### src/rtl/dsr_pkg.sv
package dsr_pkg;
  localparam int STAT_W   = 8;
  localparam int BUS_W    = 32;
  localparam int ADDR_W   = 8;
  localparam int BIT_ERR  = 1;
  localparam int BIT_ABT  = 2;
  localparam int BIT_DONE = 3;
  localparam int BIT_IRQ  = 4;
  localparam int BIT_BLK  = 6;
  localparam int MODE_BIT = 24;
  localparam logic [STAT_W-1:0] EV_MASK =
    STAT_W'((1 << BIT_ERR) | (1 << BIT_ABT) | (1 << BIT_DONE) | (1 << BIT_BLK));
  localparam logic [ADDR_W-1:0] ADDR_STAT = 8'h14;
  localparam logic [ADDR_W-1:0] ADDR_CTRL = 8'h08;
endpackage

### src/rtl/dsr_sticky_bit.sv
module dsr_sticky_bit (
  input  logic clk,
  input  logic rst_n,
  input  logic set,
  input  logic clr,
  output logic q
);
  always_ff @(posedge clk) begin
    if (!rst_n)   q <= 1'b0;
    else if (set) q <= 1'b1;
    else if (clr) q <= 1'b0;
  end

  // a pulse always leaves the flag set, whatever clear is active
  a_r8_event_wins: assert property (@(posedge clk) disable iff (!rst_n)
    set |=> q);
  // without a clear, a set flag holds
  a_r2_sticky_hold: assert property (@(posedge clk) disable iff (!rst_n)
    (q && !clr) |=> q);
endmodule

### src/rtl/dsr_ctrl_reg.sv
module dsr_ctrl_reg #(
  parameter int BUS_W    = 32,
  parameter int MODE_BIT = 24
) (
  input  logic             clk,
  input  logic             rst_n,
  input  logic             wr_hit,
  input  logic [BUS_W-1:0] wdata,
  output logic             mode
);
  always_ff @(posedge clk) begin
    if (!rst_n)      mode <= 1'b0;
    else if (wr_hit) mode <= wdata[MODE_BIT];
  end

  // the mode bit moves only on a control write
  a_r10_mode_hold: assert property (@(posedge clk) disable iff (!rst_n)
    !wr_hit |=> $stable(mode));
endmodule

### src/rtl/dsr_status_bank.sv
module dsr_status_bank #(
  parameter int                 STAT_W  = 8,
  parameter logic [STAT_W-1:0]  EV_MASK = 8'h4E,
  parameter int                 BIT_IRQ = 4
) (
  input  logic              clk,
  input  logic              rst_n,
  input  logic [STAT_W-1:0] ev_vec,
  input  logic              rd_hit,
  input  logic              wr_hit,
  input  logic [STAT_W-1:0] wdata,
  input  logic              mode,
  input  logic              irq_live,
  output logic [STAT_W-1:0] view
);
  for (genvar i = 0; i < STAT_W; i++) begin : g_bit
    if (EV_MASK[i]) begin : g_ev
      logic clr;
      assign clr = (rd_hit & ~mode) | (wr_hit & mode & wdata[i]);
      dsr_sticky_bit u_flag (
        .clk  (clk),
        .rst_n(rst_n),
        .set  (ev_vec[i]),
        .clr  (clr),
        .q    (view[i])
      );

      // clear-on-read in mode 0
      a_r4_read_clears: assert property (@(posedge clk) disable iff (!rst_n)
        (rd_hit && !mode && !ev_vec[i]) |=> !view[i]);
      // reads preserve in mode 1 unless a write clears
      a_r5_read_keeps: assert property (@(posedge clk) disable iff (!rst_n)
        (rd_hit && mode && !wr_hit && view[i]) |=> view[i]);
      // write-one clears in mode 1
      a_r6_w1c: assert property (@(posedge clk) disable iff (!rst_n)
        (wr_hit && mode && wdata[i] && !ev_vec[i]) |=> !view[i]);
      // writes do not touch flags in mode 0
      a_r7_write_ignored: assert property (@(posedge clk) disable iff (!rst_n)
        (wr_hit && !mode && !rd_hit && !ev_vec[i]) |=> $stable(view[i]));
    end else if (i == BIT_IRQ) begin : g_irq
      assign view[i] = irq_live;
    end else begin : g_plain
      logic q;
      always_ff @(posedge clk) begin
        if (!rst_n)      q <= 1'b0;
        else if (wr_hit) q <= wdata[i];
      end
      assign view[i] = q;
    end
  end
endmodule

### src/rtl/dma_stat_clr.sv
module dma_stat_clr
  import dsr_pkg::*;
(
  input  logic              clk,
  input  logic              rst_n,
  input  logic [ADDR_W-1:0] bus_addr,
  input  logic              bus_wr,
  input  logic [BUS_W-1:0]  bus_wdata,
  input  logic              bus_rd,
  output logic [BUS_W-1:0]  bus_rdata,
  input  logic              ev_err,
  input  logic              ev_abort,
  input  logic              ev_done,
  input  logic              ev_blk,
  input  logic              scsi_irq
);
  logic              stat_sel, ctrl_sel;
  logic              mode;
  logic [STAT_W-1:0] ev_vec;
  logic [STAT_W-1:0] stat_view;
  logic [BUS_W-1:0]  rd_next;

  assign stat_sel = (bus_addr == ADDR_STAT);
  assign ctrl_sel = (bus_addr == ADDR_CTRL);

  always_comb begin
    ev_vec           = '0;
    ev_vec[BIT_ERR]  = ev_err;
    ev_vec[BIT_ABT]  = ev_abort;
    ev_vec[BIT_DONE] = ev_done;
    ev_vec[BIT_BLK]  = ev_blk;
  end

  dsr_ctrl_reg #(.BUS_W(BUS_W), .MODE_BIT(MODE_BIT)) u_ctrl (
    .clk   (clk),
    .rst_n (rst_n),
    .wr_hit(bus_wr & ctrl_sel),
    .wdata (bus_wdata),
    .mode  (mode)
  );

  dsr_status_bank #(.STAT_W(STAT_W), .EV_MASK(EV_MASK), .BIT_IRQ(BIT_IRQ)) u_stat (
    .clk     (clk),
    .rst_n   (rst_n),
    .ev_vec  (ev_vec),
    .rd_hit  (bus_rd & stat_sel),
    .wr_hit  (bus_wr & stat_sel),
    .wdata   (bus_wdata[STAT_W-1:0]),
    .mode    (mode),
    .irq_live(scsi_irq),
    .view    (stat_view)
  );

  always_comb begin
    rd_next = '0;
    if (stat_sel)      rd_next[STAT_W-1:0] = stat_view;
    else if (ctrl_sel) rd_next[MODE_BIT]   = mode;
  end

  always_ff @(posedge clk) begin
    if (!rst_n)      bus_rdata <= '0;
    else if (bus_rd) bus_rdata <= rd_next;
  end

  // interrupt bit reflects the input during the read cycle
  a_r3_live_irq: assert property (@(posedge clk) disable iff (!rst_n)
    (bus_rd && stat_sel) |=> (bus_rdata[BIT_IRQ] == $past(scsi_irq)));
  // control read shows only the mode bit
  a_r10_ctrl_read: assert property (@(posedge clk) disable iff (!rst_n)
    (bus_rd && ctrl_sel) |=> ($countones(bus_rdata) <= 1));
endmodule

### config.mk
export PLATFORM = sky130hd
export DESIGN_NAME = dma_stat_clr
export DESIGN_NICKNAME = d
export VERILOG_FILES = /design/src/rtl/dsr_pkg.sv /design/src/rtl/dsr_sticky_bit.sv /design/src/rtl/dsr_ctrl_reg.sv /design/src/rtl/dsr_status_bank.sv /design/src/rtl/dma_stat_clr.sv
export SDC_FILE = /design/constraint.sdc
export NUM_CORES = 1
export LEC_CHECK = 0
export BUFFER_PORTS_ARGS = -buffer_cell sky130_fd_sc_hd__buf_4
export CAP_MARGIN = 30
export CORE_ASPECT_RATIO = 1.5
export CORE_MARGIN = 4
export CORE_UTILIZATION = 38
export CTS_CLUSTER_DIAMETER = 150
export DETAILED_ROUTE_END_ITERATION = 6
export MAX_ROUTING_LAYER = met4
export PLACE_DENSITY = 0.79
export SLEW_MARGIN = 20
export SYNTH_ARGS = -nofsm -noshare
export SYNTH_HDL_FRONTEND = slang
export SYNTH_HIERARCHICAL = 1
export SYNTH_SLANG_ARGS = --single-unit
### constraint.sdc
create_clock -name clk -period 1.9 [get_ports clk]
set_clock_uncertainty 0.2 [all_clocks]
set_input_delay 0.285 -clock clk [delete_from_list [all_inputs] [get_ports clk]]
set_output_delay 0.285 -clock clk [all_outputs]
set_load 0.01 [all_outputs]
# ---- After elaboration in Yosys (flattened, before gate mapping)
# Index checks and enable logic that the tools add are counted.
dict set report classes {
  n_eq_ne 2
  muxes 11
  bitwise_logic 14
  reduce_logical 4
}
# op n
set op_table {}
lappend op_table {{two-way mux 1 bit} 10}
lappend op_table {{AND 1 bit} 9}
lappend op_table {{equality test 8 x 4 -> 1 bit (second input constant)} 1}
lappend op_table {{equality test 8 x 5 -> 1 bit (second input constant)} 1}
lappend op_table {{two-way mux 8 bit} 1}
lappend op_table {{nonzero test 2 bit} 4}
lappend op_table {{OR 1 bit} 4}
lappend op_table {{NOT 1 bit} 1}
dict set report totals {
  ff_bits 17
  inputBits 49
  output_inout_bits 32
  word_cells 40
}

# ---- Longest topological paths before layout
# Gate-level depths: netlist of the first run.
dict set report depth {
  word_depth 7
  ltp_mapped 7
  mapped_depth_nobuf 7
}

# ---- By module
# The synthesis of the first run kept the hierarchy.
# mod n_inst cells_each area_each_um2 seq_area_each_um2
set by_module_without_submodules {}
lappend by_module_without_submodules {dma_stat_clr 1 72 604.3 180.2}
lappend by_module_without_submodules {dsr_status_bank 1 23 191.4 60.1}
lappend by_module_without_submodules {dsr_sticky_bit 4 3 41.3 20.0}
lappend by_module_without_submodules {dsr_ctrl_reg 1 3 36.3 20.0}

# ---- Least setup slack after synthesis of the first run
# Ideal clock, no wire load.
dict set report synth_path {
  kind {input port to flip-flop}
  startpoint {in bus_addr[0]}
  endpoint {reg u_stat.g_bit[1].g_ev.u_flag.q}
  setup_time_ps 115
  arrival_time_ps 1227
  t_required_ps 1585
  path_slack_ps 358
  path_stages 7
  cell_sequence {nor4b_4 -> and3_1 -> buf_6 -> nand3_1 -> nand2_1 -> nor2b_4 -> o21a_1}
}
dict set report synth_between {
  elab_chain_cells 6
}
# item line
set synth_rtl {}
lappend synth_rtl {{start: declaration} dma_stat_clr.sv:6} ;# input logic [ADDR_W-1:0] bus_addr,
lappend synth_rtl {{equality test 8 x 5 -> 1 bit (*)} dma_stat_clr.sv:23} ;# assign stat_sel = (bus_addr == ADDR_STAT);
lappend synth_rtl {{AND 1 bit} dma_stat_clr.sv:47} ;# .wr_hit (bus_wr & stat_sel),
lappend synth_rtl {{AND 1 bit (2 in series)} dsr_status_bank.sv:19} ;# assign clr = (rd_hit & ~mode) | (wr_hit & mode & wdata[i]);
lappend synth_rtl {{OR 1 bit (*)} dsr_status_bank.sv:19}
lappend synth_rtl {{named net u_stat.g_bit[1].g_ev.clr} dsr_status_bank.sv:18} ;# logic clr;
lappend synth_rtl {{nonzero test 2 bit (no line) (*)} n/a}
lappend synth_rtl {{end signal: assignment} dsr_sticky_bit.sv:9} ;# if (!rst_n) q <= 1'b0;
lappend synth_rtl {{end signal: assignment} dsr_sticky_bit.sv:10} ;# else if (set) q <= 1'b1;
lappend synth_rtl {{end signal: assignment} dsr_sticky_bit.sv:11} ;# else if (clr) q <= 1'b0;
lappend synth_rtl {{end: declaration} dsr_sticky_bit.sv:6} ;# output logic q
# The timed path passes the listed nets; every way through them passes the cells marked *.
# A chain may end at the register's enable or synchronous reset.

# ---- Worst setup path in the final report of the first run
dict set report layout_path {
  startpoint {in bus_addr[1]}
  endpoint {reg u_stat.g_bit[5].g_plain.q}
}
dict set report layout_between {
  elab_chain_cells 2
}
# item line
set layout_rtl {}
lappend layout_rtl {{equality test 8 x 5 -> 1 bit} dma_stat_clr.sv:23}
lappend layout_rtl {{AND 1 bit} dma_stat_clr.sv:47}
lappend layout_rtl {{end signal: assignment} dsr_status_bank.sv:46} ;# else if (wr_hit) q <= wdata[i];
lappend layout_rtl {{end: declaration} dsr_status_bank.sv:43} ;# logic q;
# No other way between the ends.

==> impl_metrics.env, run 1 <==
export IMPL_core_um2=2480
export IMPL_cap_viol_max_count=0
export IMPL_grt_antenna_before_repair=0
export IMPL_num_vias=769
export IMPL_min_delay_start="ev_abort"
export IMPL_post_drt_wl_per_cell_um=11.9
export IMPL_final_hold_viol_count=0
export IMPL_nets=191
export IMPL_clockBufferDepth=2
export IMPL_start_kind="primary input"
export IMPL_dp_final_hpwl_um=1630
export IMPL_numCtsBuffers=3
export IMPL_drt_pass1_iter_count=4
export IMPL_final_cell_mix="36 x buf_4, 23 x conb_1, 20 x nand3_1"
export IMPL_cts_root_buf="clkbuf_4"
export IMPL_rr_endpoint="u_stat/g_bit[3].g_ev.u_flag/q"
export IMPL_clk_pin_slew_ps=100
export IMPL_synthTopCellsByArea="dfxtp_1 34%, buf_4 20%, nand3_1 10%, nor2b_4 5.5%, nor4b_4 4.8%"
export IMPL_p_per_area_nw_per_um2=557
export IMPL_avgSynthCellArea_um2=9.07
export IMPL_die_y_um=70.7
export IMPL_fin_crit_sh=0.776
export IMPL_final_max_slew_violation_count=0
export IMPL_grt_pass1_vias=709
export IMPL_viasPerCell=4.66
export IMPL_tns_ps=0
export IMPL_clock_latency_ps=270
export IMPL_cts_tree="yes"
export IMPL_worst_setup_path_type="primary input to register"
export IMPL_h_tree_depth=1
export IMPL_max_freq_mhz=678
export IMPL_cp_required_ps=1870
export IMPL_reg2regPathDepth=4
export IMPL_start_util=0.403
export IMPL_drive_gt1_frac=0.333
export IMPL_seq_area_frac_synth=0.341
export IMPL_post_route_min_period_ps=1480
export IMPL_ys_types=22
export IMPL_area_growth_pct=18.1
export IMPL_post_cts_resized=0
export IMPL_post_cts_buffers=0
export IMPL_hold_depth=2
export IMPL_core_rowCount=22
export IMPL_grt_pass1_wl_um=3130
export IMPL_gr_usage_all_layers=0.113
export IMPL_port_buffers=33
export IMPL_drc=0
export IMPL_stdcell_count=165
export IMPL_grt_max_degree=26
export IMPL_grt_overflow=0
export IMPL_setup_viol=0
export IMPL_syn_cell_area_um2=997
export IMPL_yosysTopAreaCell="dfxtp_1"
export IMPL_die_x_um=49.8
export IMPL_leakagePower_uw=0.000537
export IMPL_yosysWarnings=6
export IMPL_routabilityCongestion=0.769
export IMPL_synthCells=110
export IMPL_routed_wl_um=1960
export IMPL_rsz0062_at_grt="false"
export IMPL_dieArea_um2=3520
export IMPL_power_uw=656
export IMPL_worst_setup_path_end_kind="register"
export IMPL_dr_first_iter_drc_count=10
export IMPL_worstHoldPathType="primary input to register"
export IMPL_antenna_cells=0
export IMPL_path_max_fanout=5
export IMPL_placed_cells=161
export IMPL_fillers=238
export IMPL_fin_hold_ws_ps=11.2
export IMPL_ys_seq_elements=17
export IMPL_synth_top_area_frac=0.341
export IMPL_vdd_drop_max_mv=0.417
export IMPL_ant_nets=0
export IMPL_layout_commonest_cell="buf_4"
export IMPL_min_to="u_stat/g_bit[2].g_ev.u_flag/q"
export IMPL_arrival_ps=1450
export IMPL_cts_hold_buf=0
export IMPL_r2r_setup_slack_ps=630
export IMPL_numClockSinks=17
export IMPL_r2r_start="u_ctrl/mode"
export IMPL_status="complete, no violations"
export IMPL_pin_count=81
-- cell usage after synthesis (all sizes together) --
cell type  number
buf            31
nand3          20
dfxtp          17
nor2b           8
o21ai           8
nand2           6
mux2i           4
o21a            4
nor4b           3
and3            2
a21boi          1
clkinv          1
conb            1
nand2b          1
nand4           1
nor2            1
nor4            1
-- layer usage --
| layer | track usage | wire [um] | vias up |
|---|---|---|---|
| li1 | - | - | 387 |
| met1 | 0.111 | 728 | 348 |
| met2 | 0.230 | 1110 | 32 |
| met3 | 0.00842 | 100 | 2 |
| met4 | 0.0277 | 21 | 0 |
| met5 | - | 0 | - |
-- cell families after synthesis --
| group | share of synthesized area |
|---|---|
| compound gates | 0.0778 |
| buf+inv | 0.233 |
| flops | 0.341 |
| mux | 0.0402 |
| other cells | 0.00376 |
| simple gates | 0.304 |
-- sequential cells by signal, indices dropped and copies added, names as in the netlist --
name	flops
bus_rdata	9
u_ctrl/mode	1
u_stat/g_bit.g_plain.q	3
u_stat/g_bit.g_ev.u_flag/q	4
-- power by group --
part | total [uW] | switching [uW] | internal (uW)
logic | 105 | 52.7 | 52.7
clock network | 185 | 104 | 81.2
registers | 366 | 3.39 | 362
total | 656 | 160 | 496
-- worst max-delay path: stages --
cell     delay [ps]
buf_4           120
nor4b_4         300
and3_1          290
buf_4           170
mux2i_1         210
nor2b_1          70
-- final cells by class --
type                    count  area, um^2  area share
multi-input cells          83         507       0.430
flip-flops and latches     17         340       0.289
repair buffers             36         270       0.230
well taps                  24        30.0      0.0255
clock buffers               4        26.3      0.0223
inverters                   1        3.75     0.00319
-- worst max path at each step --
stage / endpoint / startpoint / cells after the start / slack (ps)
floorplan: u_stat/g_bit[1].g_ev.u_flag/q / bus_addr[0] / 7 / 360
global placement: u_stat/g_bit[3].g_ev.u_flag/q / bus_addr[0] / 7 / 170
detailed placement: u_stat/g_bit[6].g_ev.u_flag/q / bus_addr[0] / 7 / 130
CTS: u_stat/g_bit[5].g_plain.q / bus_addr[0] / 6 / 410
global route: u_stat/g_bit[6].g_ev.u_flag/q / bus_addr[1] / 7 / 340
finish: u_stat/g_bit[5].g_plain.q / bus_addr[1] / 6 / 420
-- stage by stage --
stage	cell area, um^2	utilization	setup slack [ps]
after CTS	1180	0.475	407
final	1180	0.475	425
after detailed placement	1150	0.465	126
after floorplan	1080	-	358
after global routing	1180	0.475	340
after global placement	1150	0.465	171
Power figures use the tool's default switching activity.
==> run 2, diff against run 1 <==
- CORE_UTILIZATION: 38 -> 35
- PLACE_DENSITY: 0.79 -> 0.76
- clock period: 1.9 -> 1.3 ns (I/O delays scaled with it)
==> run 2 against run 1 <==
  * The run now ends with setup timing left
  * Non-clock buffer count rose by 11
  * Global-route usage rose by 0.95 points
  * Clock power rose by 120%
  * Routed wire length rose by 14%
  * Sequential cell count did not move
  * First-iteration DRC count rose by 10%
  * Largest cell class unchanged
  * Largest power group unchanged
  * Highest routed layer unchanged
==> impl_metrics.env, run 2 (synthesized netlist as in run 1, its figures left out) <==
export IMPL_violations="setup timing"
export IMPL_status="finished with violations"
export IMPL_hold_depth=3
export IMPL_final_hold_viol_count=0
export IMPL_min_to="u_ctrl/mode"
export IMPL_design_area_um2=1360
export IMPL_grt_busiest_layer="met2"
export IMPL_routabilityCongestion=0.774
export IMPL_antenna_cells=0
export IMPL_clockBufferDepth=2
export IMPL_r2r_start="u_ctrl/mode"
export IMPL_start_util=0.369
export IMPL_drc=0
export IMPL_dp_final_hpwl_um=1720
export IMPL_final_cell_mix="37 x buf_4, 23 x conb_1, 19 x nand3_1"
export IMPL_leakagePower_uw=0.000601
export IMPL_setup_viol=4
export IMPL_drt_pass1_iter_count=4
export IMPL_num_vias=807
export IMPL_grt_max_degree=26
export IMPL_path_max_fanout=5
export IMPL_grt_pass1_vias=782
export IMPL_place_area_um2=1210
export IMPL_grt_use_met2=0.203
export IMPL_post_drt_wl_per_cell_um=11.8
export IMPL_cp_required_ps=1250
export IMPL_grt_use_met1=0.132
export IMPL_worst_slack_ps=-46.7
export IMPL_nets=202
export IMPL_ant_nets=0
export IMPL_post_route_min_period_ps=1350
export IMPL_routed_wl_um=2240
export IMPL_cts_tree="yes"
export IMPL_worst_setup_path_end_kind="register"
export IMPL_reg2regPathDepth=4
export IMPL_min_delay_start="bus_wdata[24]"
export IMPL_die_y_um=73.4
export IMPL_fin_crit_sh=1.04
export IMPL_h_tree_depth=1
export IMPL_max_freq_mhz=743
export IMPL_die_x_um=51.6
export IMPL_viasPerCell=4.27
export IMPL_grt_pass1_wl_um=3370
export IMPL_use_met3=0.0122
export IMPL_worst_setup_path_type="primary input to register"
export IMPL_gr_usage_all_layers=0.123
export IMPL_fillers=266
export IMPL_largest_register_ffs=9
export IMPL_cap_viol_max_count=0
export IMPL_core_um2=2710
export IMPL_start_kind="primary input"
export IMPL_rsz0062_at_grt="true"
export IMPL_numCtsBuffers=3
export IMPL_arrival_ps=1300
export IMPL_tns_ps=-115
export IMPL_cts_root_buf="clkbuf_8"
export IMPL_post_cts_buffers=0
export IMPL_worstHoldPathType="primary input to register"
export IMPL_layout_commonest_cell="buf_4"
export IMPL_grt_overflow=0
export IMPL_final_max_slew_violation_count=0
export IMPL_area_growth_pct=36.1
export IMPL_drive_gt1_frac=0.408
export IMPL_dieArea_um2=3780
export IMPL_p_per_area_nw_per_um2=823
export IMPL_clock_latency_ps=250
export IMPL_top_register="bus_rdata"
export IMPL_port_buffers=33
export IMPL_grt_antenna_before_repair=0
export IMPL_r2r_setup_slack_ps=90
export IMPL_numClockSinks=17
export IMPL_core_rowCount=23
export IMPL_vdd_drop_max_mv=0.386
export IMPL_clk_pin_slew_ps=70
export IMPL_top_regs="bus_rdata x9, u_stat/g_bit.g_ev.u_flag/q x4, u_stat/g_bit.g_plain.q x3"
export IMPL_dr_first_iter_drc_count=11
export IMPL_rr_endpoint="u_stat/g_bit[6].g_ev.u_flag/q"
export IMPL_pin_count=81
-- run 2: changes by cell type in the layout (fill, tap and decap cells not counted), moves of 3 or more --
cell           change
clkbuf_8           +3
nand2_2            +4
nand2_1            -4
dlygate4sd3_1      +5
clkbuf_4           -3
buf_6              +5
-- run 2: worst max path at each step --
stage / start / end / slack [ps] / cells past startpoint
floorplan: bus_addr[1] / u_stat/g_bit[1].g_ev.u_flag/q / -140 / 7
global placement: bus_addr[0] / u_stat/g_bit[3].g_ev.u_flag/q / -290 / 7
detailed placement: bus_addr[0] / u_stat/g_bit[0].g_plain.q / -360 / 6
CTS: bus_addr[3] / u_stat/g_bit[0].g_plain.q / -5 / 6
global route: bus_addr[3] / u_stat/g_bit[6].g_ev.u_flag/q / -60 / 7
finish: bus_addr[3] / u_stat/g_bit[6].g_ev.u_flag/q / -50 / 7
-- run 2: what timing repair did --
action	4_1_cts	5_1_grt
endpoints found under the setup margin	7	7
endpoints found under the hold margin	5	0
pin swaps	3	4
gates resized for setup	5	8
gates cloned	0	0
hold buffers	5	0
-- run 2: report_power, final --
part	internal (uW)	switching (uW)	total, uW	leakage [uW]
registers	530	5.09	535	0.000138
clock network	213	185	398	0.0000255
logic	100	84.5	185	0.000438
total	843	275	1120	0.000601
-- run 2: critical path: stages --
cell and delay [ps]:
buf_6 100, nor4b_4 320, and3_4 270, nand3_1 110
nand2_2 110, nor2b_4 40, o21a_1 160
-- run 2: cell type report --
cell class | instances | area [um^2] | share of cell area
Clock buffer | 3 | 41.3 | 0.0304
Timing Repair Buffer | 47 | 384 | 0.283
Inverter | 1 | 3.75 | 0.00276
Clock inverter | 1 | 5.00 | 0.00369
Sequential cell | 17 | 340 | 0.251
Multi-Input combinational cell | 83 | 537 | 0.395
Tap cell | 37 | 46.3 | 0.0341
-- run 2: through the flow --
step | total power (uW) | setup slack [ps] | hold slack, ps | std cells | utilization
2_1_floorplan | 678 | -144 | 112 | 132 | -
3_3_place_gp | 707 | -293 | 210 | 180 | 0.448
3_5_place_dp | 712 | -362 | 208 | 180 | 0.448
4_1_cts | 1120 | -4.61 | 1.20 | 189 | 0.491
5_1_grt | 1170 | -58.3 | 0.650 | 189 | 0.502
6_report | 1120 | -46.7 | 6.47 | 189 | 0.502
-- run 2: layer usage --
layer  up-vias  share of wire
li1        407              -
met1       358           0.36
met2        37           0.53
met3         5          0.081
met4         0          0.030
met5         -              0
==> run 3, diff against run 2 <==
- CORE_UTILIZATION: 35 -> 38
- PLACE_DENSITY: 0.76 -> 0.79
- clock period: 1.3 -> 1.28 ns (I/O delays scaled with it)
==> run 3 against run 2 <==
  * Critical path depth stayed put
  * Cell area is 2.8% higher
  * Sequential cell count stayed put
  * Critical path type unchanged
  * Hold slack better by 52 ps
  * Utilization is 6.1 points higher
  * Highest routed layer unchanged
  * The flow still finishes with violations (setup timing)
  * Largest power group unchanged
==> impl_metrics.env, run 3 (synthesized netlist as in run 1, its figures left out) <==
export IMPL_power_internal_uw=768
export IMPL_setup_viol=2
export IMPL_final_max_slew_violation_count=0
export IMPL_hold_depth=2
export IMPL_cp_slowest_stage_delay_ps=300
export IMPL_final_hold_viol_count=0
export IMPL_numClockSinks=17
export IMPL_area_growth_pct=39.9
export IMPL_grt_overflow=0
export IMPL_max_freq_mhz=777
export IMPL_start_util=0.403
export IMPL_violations="setup timing"
export IMPL_arrival_ps=1280
export IMPL_worst_setup_path_end_kind="register"
export IMPL_start_kind="primary input"
export IMPL_reg2regPathDepth=4
export IMPL_clkPwrFrac=0.275
export IMPL_rr_endpoint="u_stat/g_bit[6].g_ev.u_flag/q"
export IMPL_cp_slowest_cell="nor4b_4"
export IMPL_final_cell_mix="37 x buf_4, 23 x conb_1, 17 x nand3_1"
export IMPL_routed_wl_um=2500
export IMPL_die_x_um=49.8
export IMPL_drc=0
export IMPL_grt_antenna_before_repair=0
export IMPL_worst_setup_path_type="primary input to register"
export IMPL_min_delay_start="rst_n"
export IMPL_vdd_drop_max_mv=0.407
export IMPL_gr_usage_all_layers=0.134
export IMPL_worstHoldPathType="primary input to register"
export IMPL_top_register="bus_rdata"
export IMPL_cts_root_buf="clkbuf_4"
export IMPL_layout_commonest_cell="buf_4"
export IMPL_path_max_fanout=5
export IMPL_core_rowCount=22
export IMPL_fin_hold_ws_ps=58.0
export IMPL_clockBufferDepth=2
export IMPL_power_uw=1040
export IMPL_pwr_share_seq=0.524
export IMPL_r2r_start="u_ctrl/mode"
export IMPL_ant_nets=0
export IMPL_worst_slack_ps=-6.39
export IMPL_grt_pass1_vias=839
export IMPL_tns_ps=-8.40
export IMPL_top_regs="bus_rdata x9, u_stat/g_bit.g_ev.u_flag/q x4, u_stat/g_bit.g_plain.q x3"
export IMPL_cts_tree="yes"
export IMPL_place_ws_ps=-343
export IMPL_design_area_um2=1400
export IMPL_nets=206
export IMPL_largest_register_ffs=9
export IMPL_numCtsBuffers=3
export IMPL_p_sw_frac=0.258
export IMPL_core_um2=2480
export IMPL_cp_cell_sequence="buf_8 -> nor4b_4 -> and3_4 -> nand3_2 -> nand2_2 -> nor2b_4 -> o21a_1"
export IMPL_dr_first_iter_drc_count=8
export IMPL_r2r_setup_slack_ps=110
export IMPL_antenna_cells=0
export IMPL_pin_count=81
export IMPL_post_drt_wl_per_cell_um=13.9
export IMPL_min_to="u_stat/g_bit[2].g_ev.u_flag/q"
export IMPL_cp_required_ps=1270
export IMPL_leakagePower_uw=0.000619
export IMPL_grt_pass1_wl_um=3510
export IMPL_clock_latency_ps=290
export IMPL_die_y_um=70.7
export IMPL_grt_max_degree=26
export IMPL_dp_final_hpwl_um=1690
export IMPL_viasPerCell=4.72
export IMPL_status="finished with violations"
export IMPL_clk_pin_slew_ps=100
export IMPL_dieArea_um2=3520
export IMPL_num_vias=850
export IMPL_p_per_area_nw_per_um2=742
export IMPL_p_switching_uw=267
export IMPL_drt_pass1_iter_count=4
export IMPL_rsz0062_at_grt="true"
export IMPL_port_buffers=33
export IMPL_h_tree_depth=1
export IMPL_cap_viol_max_count=0
export IMPL_fin_crit_sh=1.00
export IMPL_drive_gt1_frac=0.417
export IMPL_power_share_combinational=0.201
export IMPL_place_area_um2=1200
export IMPL_routabilityCongestion=0.778
export IMPL_post_route_min_period_ps=1290
run 3: cell types whose count changed in the layout (fill, tap and decap cells not counted), sizes merged:
cell / previous run / this run
dlygate4sd3: 5 / 9
run 3: timing repair:
action,4_1_cts,5_1_grt
endpoints found under the hold margin,9,0
buffers inserted,0,0
endpoints found under the setup margin,7,8
pin swaps,3,10
gates resized for setup,7,13
hold buffers,9,0
run 3: metrics by stage:
step                       util  cells
final                     0.563    180
after global routing      0.563    180
after CTS                 0.540    180
after detailed placement  0.483    167
after global placement    0.483    167
after floorplan               -    132
run 3: final cells by class:
class	instances	area, um^2
flip-flops and latches	17	342
well taps	24	30.0
clock buffers	3	22.5
clock inverters	1	5.00
repair buffers	51	432
inverters	1	3.75
fillers	214	1080
multi-input cells	83	561
run 3: worst max-delay path by stage:
stage,from,to,slack [ps],cells after the start
6_report,bus_addr[3],u_stat/g_bit[2].g_ev.u_flag/q,-6,7
5_1_grt,bus_addr[6],u_stat/g_bit[2].g_ev.u_flag/q,-60,7
4_1_cts,bus_addr[1],u_stat/g_bit[1].g_ev.u_flag/q,10,8
3_5_place_dp,bus_addr[1],u_stat/g_bit[1].g_ev.u_flag/q,-340,7
3_3_place_gp,bus_addr[0],u_stat/g_bit[2].g_ev.u_flag/q,-310,7
2_1_floorplan,bus_addr[1],u_stat/g_bit[1].g_ev.u_flag/q,-160,7
run 3: critical path, delay by kind of cell:
family / cells / cell delay [ps]
and+or+nand+nor: 5 / 800
AOI/OAI and AO/OA: 1 / 170
buffers and inverters: 1 / 100
run 3: routing by layer:
metal | vias to the layer above | wire (um) | track usage
met5 | - | 0 | -
met4 | 0 | 116 | 0.102
met3 | 10 | 117 | 0.00211
met2 | 38 | 1370 | 0.247
met1 | 386 | 889 | 0.128
li1 | 416 | - | -
run 3: power by group through the flow:
stage / registers, uW / clock network [uW] / logic [uW]
final: 543 / 284 / 208
after global routing: 544 / 309 / 223
after CTS: 543 / 297 / 190
after detailed placement: 555 / 0 / 167
after global placement: 555 / 0 / 163
after floorplan: 554 / 0 / 135
